===== config.mk =====
export PLATFORM = sky130hd
export DESIGN_NAME = acc_cpu_core
export DESIGN_NICKNAME = d
export VERILOG_FILES = /design/src/rtl/acc_cpu_pkg.sv /design/src/rtl/acc_cpu_ucode.sv /design/src/rtl/acc_cpu_seq.sv /design/src/rtl/acc_cpu_ram.sv /design/src/rtl/acc_cpu_datapath.sv /design/src/rtl/acc_cpu_core.sv
export SDC_FILE = /design/constraint.sdc
export NUM_CORES = 1
export LEC_CHECK = 0
export BUFFER_PORTS_ARGS = -buffer_cell sky130_fd_sc_hd__buf_2
export CORE_MARGIN = 1
export CORE_UTILIZATION = 35
export CTS_BUF_LIST = sky130_fd_sc_hd__clkbuf_8
export CTS_CLUSTER_SIZE = 25
export DETAILED_ROUTE_END_ITERATION = 12
export PLACE_DENSITY_LB_ADDON = 0.12
export SYNTH_ARGS = -nofsm -noshare
export SYNTH_HDL_FRONTEND = slang
export SYNTH_SLANG_ARGS = --single-unit

===== constraint.sdc =====
create_clock -name clk -period 5.81 [get_ports clk]
set_input_delay 1.162 -clock clk [delete_from_list [all_inputs] [get_ports clk]]
set_output_delay 1.162 -clock clk [all_outputs]
set_load 0.01 [all_outputs]

===== src/rtl/acc_cpu_pkg.sv =====
package acc_cpu_pkg;

  localparam int OPC_W     = 4;
  localparam int STEP_W    = 3;
  localparam int MAX_STEPS = 5;

  typedef enum logic [OPC_W-1:0] {
    OP_NOP = 4'h0,
    OP_LDA = 4'h1,
    OP_ADD = 4'h2,
    OP_SUB = 4'h3,
    OP_STA = 4'h4,
    OP_LDI = 4'h5,
    OP_JMP = 4'h6,
    OP_JCS = 4'h7,
    OP_OUT = 4'hE,
    OP_HLT = 4'hF
  } opcode_e;

  // First member is the most significant bit: done ends up at bit 0, halt at bit 1.
  typedef struct packed {
    logic pc_oe;
    logic pc_inc;
    logic pc_ld;
    logic mar_ld;
    logic ram_oe;
    logic ram_wr;
    logic ir_oe;
    logic ir_ld;
    logic a_oe;
    logic a_ld;
    logic b_ld;
    logic alu_oe;
    logic alu_sub;
    logic cy_ld;
    logic out_ld;
    logic halt;
    logic done;
  } ctrl_t;

  localparam int CTRL_W = $bits(ctrl_t);

endpackage


===== src/rtl/acc_cpu_ucode.sv =====
module acc_cpu_ucode
  import acc_cpu_pkg::*;
(
  input  logic [OPC_W-1:0]  opcode,
  input  logic [STEP_W-1:0] step,
  input  logic              carry,
  output ctrl_t             ctrl
);

  opcode_e op;
  assign op = opcode_e'(opcode);

  always_comb begin
    ctrl = '0;
    case (step)
      3'd0: begin
        ctrl.pc_oe  = 1'b1;
        ctrl.mar_ld = 1'b1;
      end
      3'd1: begin
        ctrl.ram_oe = 1'b1;
        ctrl.ir_ld  = 1'b1;
        ctrl.pc_inc = 1'b1;
      end
      3'd2: begin
        case (op)
          OP_LDA, OP_ADD, OP_SUB, OP_STA: begin
            ctrl.ir_oe  = 1'b1;
            ctrl.mar_ld = 1'b1;
          end
          OP_LDI: begin
            ctrl.ir_oe = 1'b1;
            ctrl.a_ld  = 1'b1;
            ctrl.done  = 1'b1;
          end
          OP_JMP: begin
            ctrl.ir_oe = 1'b1;
            ctrl.pc_ld = 1'b1;
            ctrl.done  = 1'b1;
          end
          OP_JCS: begin
            ctrl.ir_oe = carry;
            ctrl.pc_ld = carry;
            ctrl.done  = 1'b1;
          end
          OP_OUT: begin
            ctrl.a_oe   = 1'b1;
            ctrl.out_ld = 1'b1;
            ctrl.done   = 1'b1;
          end
          OP_HLT: ctrl.halt = 1'b1;
          default: ctrl.done = 1'b1;
        endcase
      end
      3'd3: begin
        case (op)
          OP_LDA: begin
            ctrl.ram_oe = 1'b1;
            ctrl.a_ld   = 1'b1;
            ctrl.done   = 1'b1;
          end
          OP_ADD, OP_SUB: begin
            ctrl.ram_oe = 1'b1;
            ctrl.b_ld   = 1'b1;
          end
          OP_STA: begin
            ctrl.a_oe   = 1'b1;
            ctrl.ram_wr = 1'b1;
            ctrl.done   = 1'b1;
          end
          default: ctrl.done = 1'b1;
        endcase
      end
      3'd4: begin
        ctrl.done = 1'b1;
        if (op == OP_ADD || op == OP_SUB) begin
          ctrl.alu_oe  = 1'b1;
          ctrl.alu_sub = (op == OP_SUB);
          ctrl.a_ld    = 1'b1;
          ctrl.cy_ld   = 1'b1;
        end
      end
      default: ctrl.done = 1'b1;
    endcase
  end

endmodule


===== src/rtl/acc_cpu_seq.sv =====
module acc_cpu_seq
  import acc_cpu_pkg::*;
(
  input  logic              clk,
  input  logic              rst,
  input  logic              run_en,
  input  logic              step_done,
  input  logic              step_halt,
  output logic [STEP_W-1:0] step,
  output logic              halted,
  output logic              active
);

  assign active = run_en & ~halted;

  always_ff @(posedge clk) begin
    if (rst) begin
      step   <= '0;
      halted <= 1'b0;
    end else if (active) begin
      if (step_halt) begin
        halted <= 1'b1;
        step   <= '0;
      end else if (step_done) begin
        step <= '0;
      end else begin
        step <= step + 1'b1;
      end
    end
  end

endmodule


===== src/rtl/acc_cpu_ram.sv =====
module acc_cpu_ram #(
  parameter int DATA_W = 8,
  parameter int ADDR_W = 4
) (
  input  logic              clk,
  input  logic              we,
  input  logic [ADDR_W-1:0] waddr,
  input  logic [DATA_W-1:0] wdata,
  input  logic [ADDR_W-1:0] raddr,
  output logic [DATA_W-1:0] rdata
);

  localparam int DEPTH = 1 << ADDR_W;

  logic [DATA_W-1:0] mem [DEPTH];

  // Falling-edge array: an address set on a rising edge has data before the next one.
  always_ff @(negedge clk) begin
    if (we) mem[waddr] <= wdata;
    rdata <= mem[raddr];
  end

endmodule


===== src/rtl/acc_cpu_datapath.sv =====
module acc_cpu_datapath
  import acc_cpu_pkg::*;
#(
  parameter int DATA_W = 8,
  parameter int ADDR_W = 4
) (
  input  logic              clk,
  input  logic              rst,
  input  logic              active,
  input  ctrl_t             ctrl,
  input  logic [DATA_W-1:0] ram_rdata,
  output logic [DATA_W-1:0] bus,
  output logic [ADDR_W-1:0] mar,
  output logic [OPC_W-1:0]  opcode,
  output logic              carry,
  output logic [DATA_W-1:0] out_value
);

  localparam int OPD_W = DATA_W - OPC_W;
  localparam int PAD_W = DATA_W - ADDR_W;

  logic [ADDR_W-1:0] pc;
  logic [DATA_W-1:0] ir;
  logic [DATA_W-1:0] a_q;
  logic [DATA_W-1:0] b_q;
  logic [DATA_W:0]   alu_full;

  function automatic logic [DATA_W:0] alu_calc(input logic [DATA_W-1:0] x,
                                               input logic [DATA_W-1:0] y,
                                               input logic              sub);
    logic [DATA_W:0] xe;
    logic [DATA_W:0] ye;
    xe = {1'b0, x};
    ye = {1'b0, (sub ? ~y : y)};
    return xe + ye + {{DATA_W{1'b0}}, sub};
  endfunction

  assign alu_full = alu_calc(a_q, b_q, ctrl.alu_sub);
  assign opcode   = ir[DATA_W-1 -: OPC_W];

  always_comb begin
    bus = '0;
    if (ctrl.pc_oe)       bus = {{PAD_W{1'b0}}, pc};
    else if (ctrl.ram_oe) bus = ram_rdata;
    else if (ctrl.ir_oe)  bus = {{OPC_W{1'b0}}, ir[OPD_W-1:0]};
    else if (ctrl.a_oe)   bus = a_q;
    else if (ctrl.alu_oe) bus = alu_full[DATA_W-1:0];
  end

  always_ff @(posedge clk) begin
    if (rst) begin
      pc        <= '0;
      mar       <= '0;
      ir        <= '0;
      a_q       <= '0;
      b_q       <= '0;
      carry     <= 1'b0;
      out_value <= '0;
    end else if (active) begin
      if (ctrl.pc_ld)       pc <= bus[ADDR_W-1:0];
      else if (ctrl.pc_inc) pc <= pc + 1'b1;
      if (ctrl.mar_ld) mar       <= bus[ADDR_W-1:0];
      if (ctrl.ir_ld)  ir        <= bus;
      if (ctrl.a_ld)   a_q       <= bus;
      if (ctrl.b_ld)   b_q       <= bus;
      if (ctrl.out_ld) out_value <= bus;
      if (ctrl.cy_ld)  carry     <= alu_full[DATA_W];
    end
  end

endmodule


===== src/rtl/acc_cpu_core.sv =====
module acc_cpu_core
  import acc_cpu_pkg::*;
#(
  parameter int DATA_W = 8,
  parameter int ADDR_W = 4
) (
  input  logic              clk,
  input  logic              rst,
  input  logic              run_en,
  input  logic              load_we,
  input  logic [ADDR_W-1:0] load_addr,
  input  logic [DATA_W-1:0] load_data,
  output logic [DATA_W-1:0] out_value,
  output logic              halted,
  output logic [CTRL_W-1:0] ctrl_word
);

  ctrl_t             ctrl;
  logic [STEP_W-1:0] step;
  logic              active;
  logic [OPC_W-1:0]  opcode;
  logic              carry;
  logic [DATA_W-1:0] bus;
  logic [ADDR_W-1:0] mar;
  logic [DATA_W-1:0] ram_rdata;
  logic              ram_we;
  logic [ADDR_W-1:0] ram_waddr;
  logic [DATA_W-1:0] ram_wdata;

  acc_cpu_seq u_seq (
    .clk       (clk),
    .rst       (rst),
    .run_en    (run_en),
    .step_done (ctrl.done),
    .step_halt (ctrl.halt),
    .step      (step),
    .halted    (halted),
    .active    (active)
  );

  acc_cpu_ucode u_ucode (
    .opcode (opcode),
    .step   (step),
    .carry  (carry),
    .ctrl   (ctrl)
  );

  acc_cpu_datapath #(.DATA_W(DATA_W), .ADDR_W(ADDR_W)) u_dp (
    .clk       (clk),
    .rst       (rst),
    .active    (active),
    .ctrl      (ctrl),
    .ram_rdata (ram_rdata),
    .bus       (bus),
    .mar       (mar),
    .opcode    (opcode),
    .carry     (carry),
    .out_value (out_value)
  );

  // The load port wins over a store from the core.
  assign ram_we    = load_we | (active & ctrl.ram_wr);
  assign ram_waddr = load_we ? load_addr : mar;
  assign ram_wdata = load_we ? load_data : bus;

  acc_cpu_ram #(.DATA_W(DATA_W), .ADDR_W(ADDR_W)) u_ram (
    .clk   (clk),
    .we    (ram_we),
    .waddr (ram_waddr),
    .wdata (ram_wdata),
    .raddr (mar),
    .rdata (ram_rdata)
  );

  assign ctrl_word = halted ? '0 : ctrl;

endmodule


==> results.md <==
* Die Y at 155 um
* EDFF count, synth at 128
* Crit path buf inv count at 2
* Worst Setup End Kind: flop
* Final Max Tran Viols at 0
* Pre-antenna DRT Iters at 5
* Family with the most delay on the worst path: compound AO/OA/AOI/OAI gates
* Mapped Area at 0.00817 mm^2
* RSZ-0062 raised after global routing: yes
* Inserted Clock Buffers at 17
* Worst vdd ir at 178 uV
* Cells after synthesis at 616
* Final worst slack at -0.114 ns
* Max clock buf depth at 2
* FF+latch count, synth at 181
* First-pass GRT wire length at 36000 um
* Die area at 0.0239 mm^2
* CP startpoint kind: flop
* Fillers at 2073
* Seq/Total Area, Yosys at 60.1%
* Least-Margin Pin Slew at 0.949 ns
* Hold depth at 2
* Warnings from Yosys at 0
* Starting DRT DRC Count at 361
* Crit path depth at 13
* CP arrival at 3.22 ns
* ANT cells at 0
* Hold-fix buffers, CTS at 0
* Fin util at 47.2%
* # rows at 55
* Leak at 0.00436 uW
* # port buffers at 41
* Reg area at 0.00491 mm^2
* Clock Skews at 0.0253 ns
* DPL Wire Length at 16500 um
* Final setup vio count at 57
* Top-count cell post-synth: edfxtp_1
* Final hold vios at 0
* Reg2Reg Depth at 13
* Area leader, netlist: edfxtp_1
* PwrDens at 300 mW/mm^2
* Skew-Pair Late Insertion Delay at 0.49 ns
* Slew headroom at 36.5%
* Status: complete, but fails checks
* Crit path largest cell delay at 0.39 ns
* Num ports at 42
* Routed WL at 23800 um
* Worst-path fanout max at 8
* Post-DR vias/cell at 5.17
* Clk pin slew, worst setup/hold paths at 0.13 ns
* Area Growth Syn to Fin at 31.7%
* Final net count at 907
* Wire per inst at 19.7 um
* CTS H-tree lvls at 4
* GP Congestion at 0.956
* Initial antenna violation count at 0
* Hold/Removal Path Class: flop to flop
* Die Wd at 155 um
* Synth cell count leaders: 128 x edfxtp_1, 69 x nor2_1, 53 x dfxtp_1
* Ys async rst share at 0%
* ANT nets after route at 0
* Core Footprint at 0.0228 mm^2
* Vias at 6216
* Max Cap Viol at 0
* Yosys top cell area share at 47.1%
* Initial Util at 35.8%
* CTS tree: done
* Avg Inst Size Synth at 13.3 um^2
* DRC Markers at 0
* Layout cells sized above 1 at 29.9%
* Crit path kind: flop to flop
* Synth Flop Type: edfxtp_1
* Largest net degree at the start of global routing at 38
* Sink Count at 181
* Hold_ws at 0.482 ns
* Gr usage total at 20.5%
* Crit path required time at 3.10 ns
* Worst-path cell chain: inv_2 -> ha_4 -> nand4_1 -> nor3_4 -> buf_12 -> xor2_2 -> fa_2 -> a211oi_4 -> nor2_1 -> xor2_1 -> a22o_1 -> a32oi_4 -> o21ai_4
* Yosys cell types at 66
* Root buffer cell: clkbuf_8
* Crit-path slowest cell: fa_2
* Failing checks: negative setup slack
* Grt total ovfl at 0
* Syn_nets at 646
* Top cells by area in the synthesized netlist: edfxtp_1 47%, dfxtp_1 13%, mux4_2 11%
* Vias in the first global route at 6558
* Multi-input logic area at 0.00334 mm^2
final timing paths:
check	slack (ns)	start	to
max	-0.11	u_seq.step[1]	u_ram.mem[11][4]
min reg2reg	0.48	u_dp.out_value[3]	u_dp.out_value[3]
max reg2reg	-0.11	u_seq.step[1]	u_ram.mem[11][4]
min	0.48	u_dp.out_value[3]	u_dp.out_value[3]
timing repair:
item	4_1_cts	5_1_grt
setup buffers	8	5
resized for setup	9	19
gates cloned	0	1
setup endpoints to repair	112	128
pin swaps	5	8
endpoints found under the hold margin	0	0
metal layers:
metal	vias up	global-route usage, %	wire length [um]
met5	-	0	0
met3	27	4.76	899
met1	3105	24.4	10200
met4	0	8.02	335
li1	2904	-	-
met2	180	35.7	12400
sequential cells by signal, summed over array words and instances, names as in the netlist:
signal / cells
u_seq.step: 3
u_dp.a_q: 8
u_ram.mem: 128
u_dp.mar: 4
u_dp.b_q: 8
u_dp.ir: 8
u_dp.pc: 4
u_seq.halted: 1
u_dp.out_value: 8
u_ram.rdata: 8
u_dp.carry: 1
cells in the final DEF (no fill, tap or decap), drive strengths merged, types with 10 or more instances in the layout:
cell / instances
inv: 163
buf: 142
edfxtp: 128
nor2: 70
dfxtp: 53
nand2: 44
mux4: 40
o21ai: 23
a21oi: 19
clkbuf: 17
a211oi: 17
nand3: 16
nor2b: 13
ha: 13
nor3: 10
xor2: 10
area by class of cell:
cell class	instances	area share, %
Multi-Input combinational cell	384	31.1
Tap cell	313	3.64
Clock inverter	151	6.83
Inverter	15	0.547
Timing Repair Buffer	142	10.0
Sequential cell	181	45.7
Clock buffer	17	2.18
stage by stage:
step | setup TNS (ns) | instances | area (um^2) | power (uW) | setup WS (ns)
2_1_floorplan | -10.48 | 616 | 8300 | 1890 | -0.171
3_3_place_gp | -8.89 | 1023 | 9510 | 2060 | -0.164
3_5_place_dp | -14.16 | 1023 | 9510 | 2060 | -0.270
4_1_cts | -6.44 | 1198 | 10600 | 3270 | -0.123
5_1_grt | -15.38 | 1203 | 10800 | 3430 | -0.236
6_report | -2.81 | 1203 | 10800 | 3220 | -0.114
tightest hold or removal path: cells and delay by family, from the launching register on:
family	cells	cell delay [ns]
AO/OA/AOI/OAI	1	0.07
flip-flops	1	0.32
buffers and inverters	1	0.05
cell families (layout without fill, tap and decap cells):
group,after synthesis,after routing,share of synthesized area (%)
adder cells (fa/ha/maj),14,14,2.24
XOR/XNOR,10,10,1.07
buffers and inverters,52,325,2.62
flip-flops,181,181,60.1
AO/OA/AOI/OAI,119,120,10.6
AND/OR/NAND/NOR,191,191,11.2
multiplexers,49,49,12.2
where the power goes:
group	internal, uW	switching [uW]
clock network	482	830
logic	203	238
registers	1440	30.4
Power figures use the tool's default switching activity.
